<file path="config.mk">
export PLATFORM = sky130hd
export DESIGN_NAME = ldst_addr_gen
export DESIGN_NICKNAME = d
export VERILOG_FILES = /design/src/rtl/lsag_pkg.sv /design/src/rtl/lsag_addr_calc.sv /design/src/rtl/lsag_align_chk.sv /design/src/rtl/ldst_addr_gen.sv
export SDC_FILE = /design/constraint.sdc
export NUM_CORES = 1
export LEC_CHECK = 0
export BUFFER_PORTS_ARGS = -buffer_cell sky130_fd_sc_hd__buf_2
export CORE_MARGIN = 3
export CORE_UTILIZATION = 25
export CTS_CLUSTER_SIZE = 10
export DETAILED_ROUTE_END_ITERATION = 10
export PLACE_DENSITY = 0.59
export SLEW_MARGIN = 20
export SYNTH_ARGS = -nofsm -noshare
export SYNTH_HDL_FRONTEND = slang
export SYNTH_SLANG_ARGS = --single-unit
</file>
<file path="constraint.sdc">
create_clock -name clk -period 12.6 [get_ports clk]
set_clock_uncertainty 0.1 [all_clocks]
set_input_delay 1.89 -clock clk [delete_from_list [all_inputs] [get_ports clk]]
set_output_delay 1.89 -clock clk [all_outputs]
set_load 0.01 [all_outputs]
</file>
<file path="src/rtl/lsag_pkg.sv">
package lsag_pkg;

    typedef enum logic [1:0] {
        LSAG_STRIDE  = 2'd0,
        LSAG_GATHER  = 2'd1,
        LSAG_SCATTER = 2'd2,
        LSAG_GATHER2 = 2'd3
    } lsag_mode_e;

    localparam int          LSAG_BASE_LOG = 3;
    localparam logic [2:0]  LSAG_SIZE_MAX = 3'd5;

    function automatic logic [2:0] lsag_clamp_size(input logic [2:0] code);
        return (code > LSAG_SIZE_MAX) ? LSAG_SIZE_MAX : code;
    endfunction

endpackage

</file>
<file path="src/rtl/lsag_addr_calc.sv">
module lsag_addr_calc #(
    parameter int ADDR_W = 32
) (
    input  logic              strided,
    input  logic [ADDR_W-1:0] scal_a,
    input  logic [ADDR_W-1:0] scal_b,
    input  logic [ADDR_W-1:0] vec_elem,
    output logic [ADDR_W-1:0] addr
);
    logic [ADDR_W-1:0] lhs;

    always_comb begin
        lhs  = strided ? scal_a : vec_elem;
        addr = lhs + scal_b;
    end
endmodule

</file>
<file path="src/rtl/lsag_align_chk.sv">
module lsag_align_chk
    import lsag_pkg::*;
#(
    parameter int ADDR_W = 32
) (
    input  logic [2:0]        size_code,
    input  logic [ADDR_W-1:0] addr,
    output logic              misalign
);
    localparam int MASK_W = LSAG_BASE_LOG + int'(LSAG_SIZE_MAX);

    logic [MASK_W-1:0] low_mask;

    generate
        for (genvar i = 0; i < MASK_W; i++) begin : g_mask
            assign low_mask[i] = (int'(size_code) + LSAG_BASE_LOG) > i;
        end
    endgenerate

    assign misalign = |(addr[MASK_W-1:0] & low_mask);
endmodule

</file>
<file path="src/rtl/ldst_addr_gen.sv">
module ldst_addr_gen
    import lsag_pkg::*;
#(
    parameter int ADDR_W = 32,
    parameter int DATA_W = 64,
    parameter int SREG_N = 32,
    parameter int VREG_N = 32,
    parameter int VLEN   = 32,
    parameter int REP_W  = 6,
    localparam int SIDX_W = $clog2(SREG_N),
    localparam int VIDX_W = $clog2(VREG_N),
    localparam int ELEM_W = $clog2(VLEN)
) (
    input  logic              clk,
    input  logic              rst_n,
    input  logic              op_valid,
    output logic              op_ready,
    input  logic [1:0]        op_mode,
    input  logic [2:0]        op_size,
    input  logic [REP_W-1:0]  op_rep,
    input  logic [SIDX_W-1:0] op_sa,
    input  logic [SIDX_W-1:0] op_sb,
    input  logic [VIDX_W-1:0] op_vidx,
    input  logic [VIDX_W-1:0] op_vsrc,
    output logic [SIDX_W-1:0] sr_rd_a_idx,
    input  logic [ADDR_W-1:0] sr_rd_a_data,
    output logic [SIDX_W-1:0] sr_rd_b_idx,
    input  logic [ADDR_W-1:0] sr_rd_b_data,
    output logic              sr_wr_en,
    output logic [SIDX_W-1:0] sr_wr_idx,
    output logic [ADDR_W-1:0] sr_wr_data,
    output logic [VIDX_W-1:0] vi_reg,
    output logic [ELEM_W-1:0] vi_elem,
    input  logic [ADDR_W-1:0] vi_data,
    output logic [VIDX_W-1:0] vd_reg,
    output logic [ELEM_W-1:0] vd_elem,
    input  logic [DATA_W-1:0] vd_data,
    output logic              mem_valid,
    input  logic              mem_ready,
    output logic [ADDR_W-1:0] mem_addr,
    output logic [2:0]        mem_size,
    output logic              mem_write,
    output logic [DATA_W-1:0] mem_wdata,
    output logic              mem_misalign
);

    typedef struct packed {
        logic              busy;
        lsag_mode_e        mode;
        logic [2:0]        size;
        logic [REP_W-1:0]  left;
        logic [SIDX_W-1:0] sa;
        logic [SIDX_W-1:0] sb;
        logic [VIDX_W-1:0] vidx;
        logic [VIDX_W-1:0] vsrc;
        logic [ELEM_W-1:0] ptr;
    } gen_state_t;

    gen_state_t st_d, st_q;

    logic              strided;
    logic              fire;
    logic [ADDR_W-1:0] addr;
    logic              mis;

    assign strided = (st_q.mode == LSAG_STRIDE);
    assign fire    = st_q.busy && mem_ready;

    lsag_addr_calc #(.ADDR_W(ADDR_W)) u_calc (
        .strided  (strided),
        .scal_a   (sr_rd_a_data),
        .scal_b   (sr_rd_b_data),
        .vec_elem (vi_data),
        .addr     (addr)
    );

    lsag_align_chk #(.ADDR_W(ADDR_W)) u_align (
        .size_code (st_q.size),
        .addr      (addr),
        .misalign  (mis)
    );

    always_comb begin
        st_d = st_q;
        if (!st_q.busy) begin
            if (op_valid && (op_rep != '0)) begin
                st_d.busy = 1'b1;
                st_d.mode = lsag_mode_e'(op_mode);
                st_d.size = lsag_clamp_size(op_size);
                st_d.left = op_rep;
                st_d.sa   = op_sa;
                st_d.sb   = op_sb;
                st_d.vidx = op_vidx;
                st_d.vsrc = op_vsrc;
                st_d.ptr  = '0;
            end
        end else if (fire) begin
            st_d.left = st_q.left - REP_W'(1);
            if (!strided) begin
                st_d.ptr = st_q.ptr + ELEM_W'(1);
            end
            if (st_q.left == REP_W'(1)) begin
                st_d.busy = 1'b0;
            end
        end
    end

    always_ff @(posedge clk or negedge rst_n) begin
        if (!rst_n) begin
            st_q <= '0;
        end else begin
            st_q <= st_d;
        end
    end

    always_comb begin
        op_ready     = !st_q.busy;
        sr_rd_a_idx  = st_q.sa;
        sr_rd_b_idx  = st_q.sb;
        vi_reg       = st_q.vidx;
        vi_elem      = st_q.ptr;
        vd_reg       = st_q.vsrc;
        vd_elem      = st_q.ptr;
        sr_wr_en     = fire && strided;
        sr_wr_idx    = st_q.sa;
        sr_wr_data   = addr;
        mem_valid    = st_q.busy;
        mem_addr     = addr;
        mem_size     = st_q.size;
        mem_write    = st_q.busy && (st_q.mode == LSAG_SCATTER);
        mem_wdata    = vd_data;
        mem_misalign = st_q.busy && mis;
    end

endmodule

</file>
# Yosys cells after proc, flatten, opt, wreduce, memory -nomap -nowiden
# Cells that the tools add are included.
[word_totals]
regBits = 37
word_cells = 52
output_inout_bits = 171
[classes]
n_eq_ne = 4
addsub = 4
order_cmp = 9
n_reduce_logical = 13
n_bitwise = 2
n_mux = 11
[ops]
columns = ["cell", "count"]
rows = [
  ["$gt A32 B4 Y1 const B", 4],
  ["$gt A32 B3 Y1 const B", 2],
  ["$mux W37", 1],
  ["$add A32 B32 Y32", 1],
  ["$gt A32 B2 Y1 const B", 1],
  ["$mux W32", 1],
  ["$mux W5", 3],
  ["$mux W6", 2],
  ["$and A8 B8 Y8", 1],
  ["$reduce_or A8 Y1", 1],
  ["$eq A6 B1 Y1 const B", 1],
  ["$reduce_bool A6 Y1", 1],
  ["$sub A6 B1 Y6 const B", 1],
  ["$add A5 B1 Y5 const B", 1],
  ["$logic_and A1 B1 Y1", 5],
  ["$add A3 B2 Y4 const B", 1],
  ["$gt A4 B1 Y1 const B", 1],
  ["$reduce_and A2 Y1", 2],
  ["$gt A3 B3 Y1 const B", 1],
  ["$mux W1", 3],
  ["$mux W3", 1],
  ["$reduce_and A3 Y1", 1],
  ["$eq A2 B2 Y1 const B", 1],
  ["$logic_not A2 Y1", 1],
  ["other kinds (5)", 5],
]

# Depth between registers and ports, before layout
# Gate-level depths: netlist of the first run.
[logic_depth]
depth_word = 6
depth_mapped = 14
depth_no_buf = 12

# Hierarchy
# A second synthesis of the first run with hierarchy kept.
[unflattened]
hier_cells = 551
area_unflattened_um2 = 4912.2
[modules_own_cells]
columns = ["mod", "area_per_inst_um2", "instances", "cells_per_inst"]
rows = [
  ["ldst_addr_gen", 2690.1, 1, 264],
  ["lsag_addr_calc", 2059.5, 1, 267],
  ["lsag_align_chk", 162.7, 1, 20],
]

# Worst setup path after synthesis of the first run
# No wires, ideal clock.
[synth_path]
kind = "input to output"
start = "input sr_rd_a_data[12]"
end = "output sr_wr_data[28]"
n_path_buf = 1
path_slack_ps = 6374
required_ps = 10610
arrival_ps = 4236
stages = 9
cell_sequence = "mux2_2 > ha_1 > nand2_1 > or3_4 > or4_4 > o221ai_2 > a221oi_2 > xnor2_1 > buf_4"
[synth_via]
elab_chain_len = 2
[synth_lines]
columns = ["item", "line_no", "text"]
rows = [
  ["from (decl)", "ldst_addr_gen.sv:26", "input logic [ADDR_W-1:0] sr_rd_a_data,"],
  ["$mux W32", "lsag_addr_calc.sv:13", "lhs = strided ? scal_a : vec_elem;"],
  ["$add A32 B32 Y32", "lsag_addr_calc.sv:14", "addr = lhs + scal_b;"],
  ["to (decl)", "ldst_addr_gen.sv:31", "output logic [ADDR_W-1:0] sr_wr_data,"],
]
# No other way between the ends.

# Worst setup path after layout of the first run
[layout_path]
start = "input sr_rd_a_data[8]"
end = "output sr_wr_data[30]"
# Same word-level chain as after synthesis.

==> impl_metrics.csv, run 1 <==
group,metric,value,unit
status,outcome,"completed",
cts,cts_buffers,5,
die,core,0.0188,mm^2
run,drv_cap,0,
power,power_density,147,mW/mm^2
synth,synth_top_cell_by_area,"buf_4",
timing,max_clock_freq,150,MHz
synth,synth_top_area_share,0.210,
die,rows,50,
worst_hold_path,min_from,"vi_reg[1]",
placement,portBuffers,237,
worst_setup_path,cp.required,10.61,ns
synth,ys_ff_latch,37,
synth,synth-edff-count,0,
drt,avgRoutedWirePerCell,15.5,um
timing,min_period,6.67,ns
grt,grt_max_degree,41,
synth,synth_area_leaders,"buf_4 21%, dfrtp_1 19%, mux2_2 13%",
die,chipHeight,145,um
worst_hold_path,hold_path.class,"reg2reg",
timing,rsz0062_at_grt,"no",
die,die_area,0.0209,mm^2
finish,fin_nets,892,
die,start_util,0.256,
worst_setup_path,cp-start-kind,"input pin",
finish,area_delta_synth_final,12.8,%
timing,tightest_slew,0.986,ns
cts,clock-root-buffer,"clkbuf_16",
cts,cts_hold_buffers,0,
cts,cts_sinks,37,
synth,synth-async-reset-ratio,1.00,
synth,ys_dominant_reg_cell,"dfrtp_1",
synth,synth.distinct_cells,55,
timing,setup_tns,0,ns
finish,largest_reg_flops,8,
drt,drcViolationCount,0,
timing,setup_violations,0,
power,leakagePower,2.71,nW
synth,synth-seq-area-share,0.193,
synth,syn_inst,561,
die,die_x,145,um
worst_setup_path,cp-end-kind,"output port",
synth,synth.avg_cell_area,8.55,um^2
drt,via_per_inst,4.68,
finish,final_area,0.00541,mm^2
worst_setup_path,r2r_end,"st_q[26]",
grt,antenna_found_initial,1,
grt,grt_overflow,0,
worst_setup_path,r2r_cells,3,
cts,postCtsSetupBuffers,0,
finish,drive_gt1_frac,0.473,
cts,clk_pin_slew,0.06,ns
drt,wl,13.9,mm
synth,yosys_warnings,0,
placement,place_area,0.00524,mm^2
timing,slew_violations,0,
drt,ant_nets,0,
drt,vias,4179,
worst_setup_path,path_max_fanout,5,
synth,synthesis.nets,795,
drt,first_pass_iters,4,
cts,cts_resized,0,
synth,synth_area,0.00480,mm^2
timing,final_hold_viol_count,0,
finish,top_register,"st_q",
worst_setup_path,crit_arrival,4.68,ns
worst_hold_path,min_path_cells,1,
worst_hold_path,worstHoldEndpoint,"vi_reg[1]",
grt,track_usage,0.121,
worst_setup_path,rrSetupSlack,10.52,ns
finish,n_antenna_cell,0,
placement,gp_congestion,0.829,
grt,first_global_vias,3825,
grt,grt_pass1_wl,20.1,mm
timing,max_slew_margin,0.341,
cts,clock_latency,0.28,ns
worst_setup_path,startpoint,"sr_rd_a_data[8]",
die,ioPinCount,366,
cts,cts_tree,"built",
cts,clk_path_buf_depth,2,
worst_setup_path,timing.rr.start,"mem_valid",
worst_setup_path,critical_path_class,"in2out",
drt,drt_iter0_markers,103,
timing,period_share,0.529,
power,ir_worst_vdd,54.7,uV
cts,htreeDepth,2,
placement,dp_hpwl,11.9,mm
synth_stat cells (2+ instances only):
library cell and n:
a211oi_1 2, a21o_1 11, a21oi_1 32, a221o_1 4, a31oi_1 7, a32oi_1 2, and2_1 2, and3_1 2
buf_4 134, clkbuf_1 12, dfrtp_1 37, ha_1 38, inv_1 13, mux2_2 55, mux2i_1 2, nand2_1 32
nand3_1 8, nand3b_1 2, nand4_1 8, nor2_1 41, nor2b_1 5, nor3_1 9, o211a_1 2, o211ai_1 4
o21ai_0 25, o21ai_1 2, o21bai_1 4, o22ai_1 2, o311a_1 2, o31ai_1 2, or3_1 2, xnor2_1 17
xor2_1 19
per-stage QoR:
stage               hold slack (ns)  std cells  power (mW)  setup WS [ns]  utilization
floorplan                     0.382        561       0.574           6.37            -
CTS                           0.402        893       0.809           5.87        0.288
global route                  0.409        893       0.865           5.67        0.288
global placement              0.384        885       0.663           5.94        0.279
detailed placement            0.390        885       0.662           5.87        0.279
finish                        0.398        893       0.798           5.93        0.288
cell type report:
class                      count  area (um^2)
multi-input combinational    363         2780
tap                          234          293
fill                        2013        13400
clock inverter                 3         46.3
timing repair buffer         238         1190
sequential                    37          926
clock buffer                   5          125
inverter                      13         48.8
worst max-delay path, stage by stage:
cell      delay, ns
buf_2          0.10
mux2_2         0.26
ha_1           0.34
a21oi_1        0.30
a21boi_0       0.25
or3_1          0.41
o211a_1        0.25
o21ai_1        0.28
o31ai_1        0.12
xor2_1         0.28
buf_2          0.20
cells in the final DEF (no fill, tap or decap), types with 4 or more instances in the layout:
master     count
a31oi_1        7
buf_2        237
o211ai_1       4
clkbuf_16      5
mux2_2        55
a21o_1        11
inv_1         13
dfrtp_1       37
o21bai_1       4
nor2b_1        5
nand2_1       32
a21oi_1       32
ha_1          38
a221o_1        4
nor3_1         9
o21ai_0       25
xor2_1        19
nor2_1        39
nand3_1        8
xnor2_1       17
nand4_1        8
where the power goes:
group | leakage (nW) | switching (mW) | internal, mW
logic | 2.18 | 0.279 | 0.211
registers | 0.456 | 0.0236 | 0.143
clock network | 0.0800 | 0.0478 | 0.0935
total | 2.71 | 0.351 | 0.447
layer usage:
metal / vias up / routed length [um] / track usage
met1: 1895 / 5930 / 0.150
met4: 2 / 312 / 0.0407
met3: 19 / 1140 / 0.0255
met2: 225 / 6490 / 0.208
li1: 2038 / - / -
met5: - / 12 / 0
cell families after synthesis:
group                    count (synthesis)  share of synthesized area
AO/OA/AOI/OAI                          113                      0.157
adder cells (fa/ha/maj)                 39                      0.103
XOR/XNOR                                36                     0.0657
buffers and inverters                  161                      0.231
AND/OR/NAND/NOR                        118                      0.116
flip-flops                              37                      0.193
multiplexers                            57                      0.133
worst max-delay path by stage:
stage	to	slack (ns)	cells after the start
after floorplan	sr_wr_data[28]	6.37	9
after global placement	sr_wr_data[30]	5.94	11
after detailed placement	sr_wr_data[30]	5.87	11
after CTS	sr_wr_data[30]	5.87	11
after global routing	sr_wr_data[30]	5.67	11
final	sr_wr_data[30]	5.93	11
Power figures use the tool's default switching activity.
==> run 2, diff against run 1 <==
==> constraint.sdc (replaced) <==
create_clock -name clk -period 6.8 [get_ports clk]
set_clock_uncertainty 0.1 [all_clocks]
set_input_delay 1.02 -clock clk [delete_from_list [all_inputs] [get_ports clk]]
set_output_delay 1.02 -clock clk [all_outputs]
set_load 0.01 [all_outputs]
==> run 2 against run 1 <==
  * Die area did not move
  * Critical path depth increased by 1
  * Critical path type is now reg2out
  * Cell count unchanged
  * Routed wire length grew 1.1%
==> impl_metrics.csv, run 2 (synthesis gave the netlist of run 1 again) <==
group,metric,value,unit
drt,ant_nets,0,
die,core,0.0188,mm^2
finish,nFillCells,2011,
drt,drcViolationCount,0,
timing,min_period,5.31,ns
finish,area_delta_synth_final,13.1,%
die,start_util,0.256,
timing,whs,0.397,ns
grt,grt_pass1_wl,21.0,mm
timing,tightest_slew,0.998,ns
timing,setup_violations,0,
finish,drive_gt1_frac,0.473,
worst_setup_path,critical_path.max_stage_delay,0.47,ns
timing,max_slew_margin,0.333,
grt,antenna_found_initial,3,
power,ir_worst_vdd,112,uV
finish,top_register,"st_q",
worst_hold_path,hold_path.class,"reg2reg",
placement,dp_hpwl,12.0,mm
status,outcome,"completed",
timing,slew_violations,0,
worst_setup_path,cp-start-kind,"flop",
drt,first_pass_iters,4,
cts,cts_buffers,5,
cts,clock_latency,0.28,ns
worst_setup_path,cp-end-kind,"output port",
placement,gp_congestion,0.809,
finish,final_common_cell,"buf_2",
die,chipHeight,145,um
cts,clock-root-buffer,"clkbuf_16",
drt,via_per_inst,4.68,
timing,period_share,0.781,
cts,postCtsSetupBuffers,0,
timing,setup_tns,0,ns
cts,cts_hold_buffers,0,
grt,first_global_vias,3920,
grt,grt_max_degree,41,
worst_setup_path,critical_path_class,"reg2out",
finish,final_core_util,0.289,
run,drv_cap,0,
finish,n_antenna_cell,0,
worst_setup_path,crit_arrival,4.19,ns
power,leakagePower,2.73,nW
die,die_area,0.0209,mm^2
placement,dp_cells,885,
drt,avgRoutedWirePerCell,15.7,um
finish,final_cell_mix,"237 x buf_2, 55 x mux2_2, 39 x nor2_1",
drt,wl,14.0,mm
drt,vias,4176,
finish,final_cells,893,
worst_setup_path,cp.required,5.68,ns
drt,drt_iter0_markers,165,
worst_setup_path,path_max_fanout,19,
placement,portBuffers,237,
cts,clk_pin_slew,0.05,ns
timing,rsz0062_at_grt,"no",
die,die_x,145,um
cts,cts_resized,0,
worst_setup_path,worstPathCellList,"nor2_4, buf_4, mux2_2, ha_1, nand2_1, o311a_1, or2_1, a311oi_2, nor2_1, o211ai_2, xnor2_1, buf_2",
power,power.total,1.51,mW
grt,track_usage,0.127,
grt,grt_overflow,0,
timing,max_clock_freq,188,MHz
timing,final_hold_viol_count,0,
finish,fin_nets,892,
cts,cts_tree,"built",
worst_setup_path,cpMaxStageDelayCell,"nor2_4",
cts,clk_path_buf_depth,2,
finish,largest_reg_flops,8,
power,power_density,278,mW/mm^2
cts,htreeDepth,2,
cts,cts_sinks,37,
die,rows,50,
die,ioPinCount,366,
[run 2: cell types whose count changed in the layout (fill, tap and decap cells not counted), sizes merged]
| cell | before | now |
|---|---|---|
| clkinvlp | 1 | 0 |
| bufinv | 1 | 2 |
[run 2: area by class of cell]
cell class | count | area [um^2] | share of cell area
Multi-Input combinational cell | 363 | 2780 | 0.512
Timing Repair Buffer | 238 | 1190 | 0.220
Sequential cell | 37 | 926 | 0.171
Tap cell | 234 | 293 | 0.0539
Clock buffer | 5 | 125 | 0.0231
Clock inverter | 3 | 65.1 | 0.0120
Inverter | 13 | 48.8 | 0.00899
[run 2: path summary, 6_finish.rpt]
check	start	to	slack, ns	cells after the start
min reg2reg	sr_rd_b_idx[4]	sr_rd_b_idx[4]	0.40	1
max reg2reg	mem_valid	st_q[26]	4.71	3
min	sr_rd_b_idx[4]	sr_rd_b_idx[4]	0.40	1
max in group asynchronous	rst_n	mem_size[2]	5.35	1
min in group asynchronous	rst_n	vi_reg[4]	0.74	1
max	st_q[35]	mem_addr[31]	1.49	12
[run 2: where the power goes]
part           switching (mW)  internal [mW]  total [mW]
Combinational           0.513          0.391       0.904
Sequential             0.0442          0.264       0.309
Clock                  0.0875          0.209       0.297
Total                   0.645          0.864        1.51
[run 2: layer usage]
layer  vias to the layer above  share of wire  GRT usage
met2                       215           0.45      0.210
met4                         6          0.024     0.0432
li1                       2038              -          -
met1                      1891           0.43      0.161
met5                         -         0.0030          0
met3                        26          0.086     0.0298
[run 2: critical path: cells and delay by family (launching register included)]
family	cells	cell delay, ns
adder cells (fa/ha/maj)	1	0.39
AO/OA/AOI/OAI	3	1.02
multiplexers	1	0.38
buffers and inverters	2	0.53
XOR/XNOR	1	0.17
AND/OR/NAND/NOR	4	0.99
flip-flops	1	0.43
[run 2: metrics by stage]
stage / worst slack [ns] / cell area [um^2]
2_1_floorplan: 2.13 / 4800
3_3_place_gp: 1.76 / 5240
3_5_place_dp: 1.70 / 5240
4_1_cts: 1.38 / 5430
5_1_grt: 1.11 / 5430
6_report: 1.49 / 5430
==> run 3, diff against run 2 <==
--- a/config.mk
+++ b/config.mk
@@ -5,12 +5,13 @@
 export SDC_FILE = /design/constraint.sdc
 export NUM_CORES = 1
 export LEC_CHECK = 0
+export ABC_AREA = 1
 export BUFFER_PORTS_ARGS = -buffer_cell sky130_fd_sc_hd__buf_2
 export CORE_MARGIN = 3
 export CORE_UTILIZATION = 25
 export CTS_CLUSTER_SIZE = 10
 export DETAILED_ROUTE_END_ITERATION = 10
-export PLACE_DENSITY = 0.59
+export PLACE_DENSITY = 0.58
 export SLEW_MARGIN = 20
 export SYNTH_ARGS = -nofsm -noshare
 export SYNTH_HDL_FRONTEND = slang
==> constraint.sdc (replaced) <==
create_clock -name clk -period 4.6 [get_ports clk]
set_clock_uncertainty 0.1 [all_clocks]
set_input_delay 0.69 -clock clk [delete_from_list [all_inputs] [get_ports clk]]
set_output_delay 0.69 -clock clk [all_outputs]
set_load 0.01 [all_outputs]
==> run 3 against run 2 <==
  * Flip-flop and latch count did not move
  * Sequential share of layout area fell by 2.0 points
  * Core utilization decreased by 0.14 points
  * Non-clock buffer count grew 1
  * Combinational power rose to 4.1 times the previous value
  * Critical endpoint is now mem_addr[28]
  * Largest power group unchanged
==> impl_metrics.csv, run 3 <==
group,metric,value,unit
synth,synth.distinct_cells,43,
synth,synth.avg_cell_area,6.11,um^2
placement,gp_congestion,0.873,
die,ioPinCount,366,
synth,synth_top_area_share,0.235,
drt,via_per_inst,4.33,
die,start_util,0.259,
timing,slew_violations,0,
synth,syn_inst,904,
drt,ant_nets,0,
synth,synth-async-reset-ratio,1.00,
die,chipHeight,155,um
finish,n_antenna_cell,0,
synth,synth-seq-area-share,0.168,
power,leakagePower,3.79,nW
timing,tightest_slew,0.849,ns
worst_setup_path,rrSetupSlack,2.85,ns
finish,largest_reg_flops,8,
placement,dp_hpwl,14.8,mm
synth,synth.most_common_cell,"nand2_1",
worst_setup_path,worst-path-buf-inv,4,
cts,clk_pin_slew,0.05,ns
synth,yosys.area_share.simple,0.369,
timing,max_clock_freq,256,MHz
worst_setup_path,cpMaxStageDelayCell,"dfrtp_1",
drt,drcViolationCount,0,
worst_hold_path,worstHoldEndpoint,"vd_reg[1]",
placement,portBuffers,237,
worst_setup_path,cp-start-kind,"flop",
die,rows,53,
worst_setup_path,crit_arrival,3.12,ns
cts,cts_hold_buffers,0,
power,power_density,748,mW/mm^2
timing,setup_violations,0,
worst_setup_path,worstPathCellList,"nor2_4, buf_4, nand2_1, nand2_1, ha_1, inv_1, fa_1, inv_1, nand2_1, nand2_1, and2_4, nand3_2, nand3b_2, nand2_1, nand2_1, nand2_1, nand2_1, buf_2",
power,ir_worst_vdd,297,uV
cts,cts_tree,"built",
cts,postCtsSetupBuffers,0,
drt,first_pass_iters,4,
worst_hold_path,hold_path.class,"reg2reg",
grt,grt_max_degree,38,
finish,area_delta_synth_final,11.3,%
finish,fin_nets,1238,
cts,clk_path_buf_depth,2,
cts,htreeDepth,2,
synth,synthMuxAreaShare,0,
timing,max_slew_margin,0.434,
cts,cts_buffers,5,
cts,cts_resized,0,
grt,antenna_found_initial,5,
drt,vias,5541,
die,core,0.0214,mm^2
cts,clock_latency,0.28,ns
worst_setup_path,r2r_cells,6,
synth,ys_dominant_reg_cell,"dfrtp_1",
timing,min_period,3.91,ns
synth,synthesis.nets,1138,
grt,grt_pass1_wl,27.3,mm
cts,cts_sinks,37,
worst_setup_path,timing.rr.start,"mem_valid",
run,drv_cap,0,
die,die_area,0.0239,mm^2
grt,grt_overflow,0,
die,die_x,155,um
grt,track_usage,0.140,
worst_setup_path,critical_path.max_stage_delay,0.42,ns
synth,synth-edff-count,0,
synth,synth_top_cell_by_area,"nand2_1",
worst_setup_path,cpMostUsedCell,"nand2_1",
finish,final_common_cell,"nand2_1",
worst_setup_path,cp_top_family,"simple AND/OR/NAND/NOR gates",
drt,wl,17.4,mm
worst_hold_path,min_path_cells,2,
worst_setup_path,path_max_fanout,34,
power,power.total,4.60,mW
worst_setup_path,r2r_end,"st_q[30]",
synth,synth_area,0.00552,mm^2
finish,top_register,"st_q",
synth,synth.top_cells.by_count,"346 x nand2_1, 135 x buf_4, 104 x inv_1",
timing,rsz0062_at_grt,"no",
worst_setup_path,critical_path_class,"reg2out",
worst_hold_path,min_from,"vd_reg[1]",
finish,final_cell_mix,"346 x nand2_1, 237 x buf_2, 104 x inv_1",
synth,synth_fa_ha_area_frac,0.0897,
status,outcome,"completed",
timing,final_hold_viol_count,0,
finish,drive_gt1_frac,0.282,
synth,synth-compound-area-share,0.0775,
worst_setup_path,cp-end-kind,"output port",
timing,period_share,0.850,
cts,clock-root-buffer,"clkbuf_16",
timing,setup_tns,0,ns
synth,ys_ff_latch,37,
drt,drt_iter0_markers,313,
grt,first_global_vias,5346,
synth,synth_xor_xnor_area_share,0.0315,
drt,avgRoutedWirePerCell,13.6,um
synth,yosys_warnings,0,
synth,synth_top_family_by_area,"simple AND/OR/NAND/NOR gates",
synth,synth_area_leaders,"nand2_1 24%, buf_4 18%, dfrtp_1 17%",
worst_setup_path,cp.required,3.81,ns
[run 3: where the power goes]
| part | leakage (nW) | internal [mW] | total [mW] | switching [mW] |
|---|---|---|---|---|
| registers | 0.458 | 0.472 | 0.596 | 0.124 |
| clock network | 0.0652 | 0.201 | 0.328 | 0.126 |
| logic | 3.27 | 1.34 | 3.68 | 2.33 |
[run 3: cell type report]
class,count,area (um^2)
Fill cell,2466,15200
Multi-Input combinational cell,613,3130
Timing Repair Buffer,239,1200
Sequential cell,37,926
Inverter,108,405
Tap cell,275,344
Clock buffer,8,136
[run 3: layer usage]
| metal | GRT usage | vias to the layer above | part of all wire |
|---|---|---|---|
| met2 | 0.249 | 223 | 0.48 |
| met1 | 0.168 | 2433 | 0.41 |
| met5 | 0 | - | 0.0039 |
| met4 | 0.0299 | 10 | 0.014 |
| li1 | - | 2845 | - |
| met3 | 0.0386 | 30 | 0.088 |
[run 3: worst register-to-register path: cells and delay by family, from the launching register on]
kind / cells / cell delay, ns
compound gates: 1 / 0.19
buf+inv: 2 / 0.48
flops: 1 / 0.47
simple gates: 3 / 0.38
[run 3: worst max-delay path by stage]
stage | startpoint | endpoint | slack, ns | cells after the start
3_5_place_dp | st_q[35] | mem_addr[28] | 0.95 | 18
5_1_grt | st_q[35] | mem_addr[28] | 0.38 | 18
2_1_floorplan | st_q[35] | sr_wr_data[12] | 1.22 | 15
3_3_place_gp | st_q[35] | mem_addr[28] | 1.00 | 18
4_1_cts | st_q[35] | mem_addr[28] | 0.63 | 18
6_report | st_q[35] | mem_addr[28] | 0.69 | 18
[run 3: through the flow]
step	instance area, um^2	instances	utilization	hold slack [ns]	setup slack [ns]
2_1_floorplan	5520	904	-	0.294	1.22
3_3_place_gp	6010	1272	0.281	0.361	1.00
3_5_place_dp	6010	1272	0.281	0.360	0.946
4_1_cts	6150	1280	0.288	0.381	0.634
5_1_grt	6150	1280	0.288	0.399	0.383
6_report	6150	1280	0.288	0.377	0.689
[run 3: cells by family after synthesis]
kind of cell,count (synthesis)
AO/OA/AOI/OAI,72
XOR/XNOR,19
adder cells (fa/ha/maj),39
buffers and inverters,254
flip-flops,37
AND/OR/NAND/NOR,483
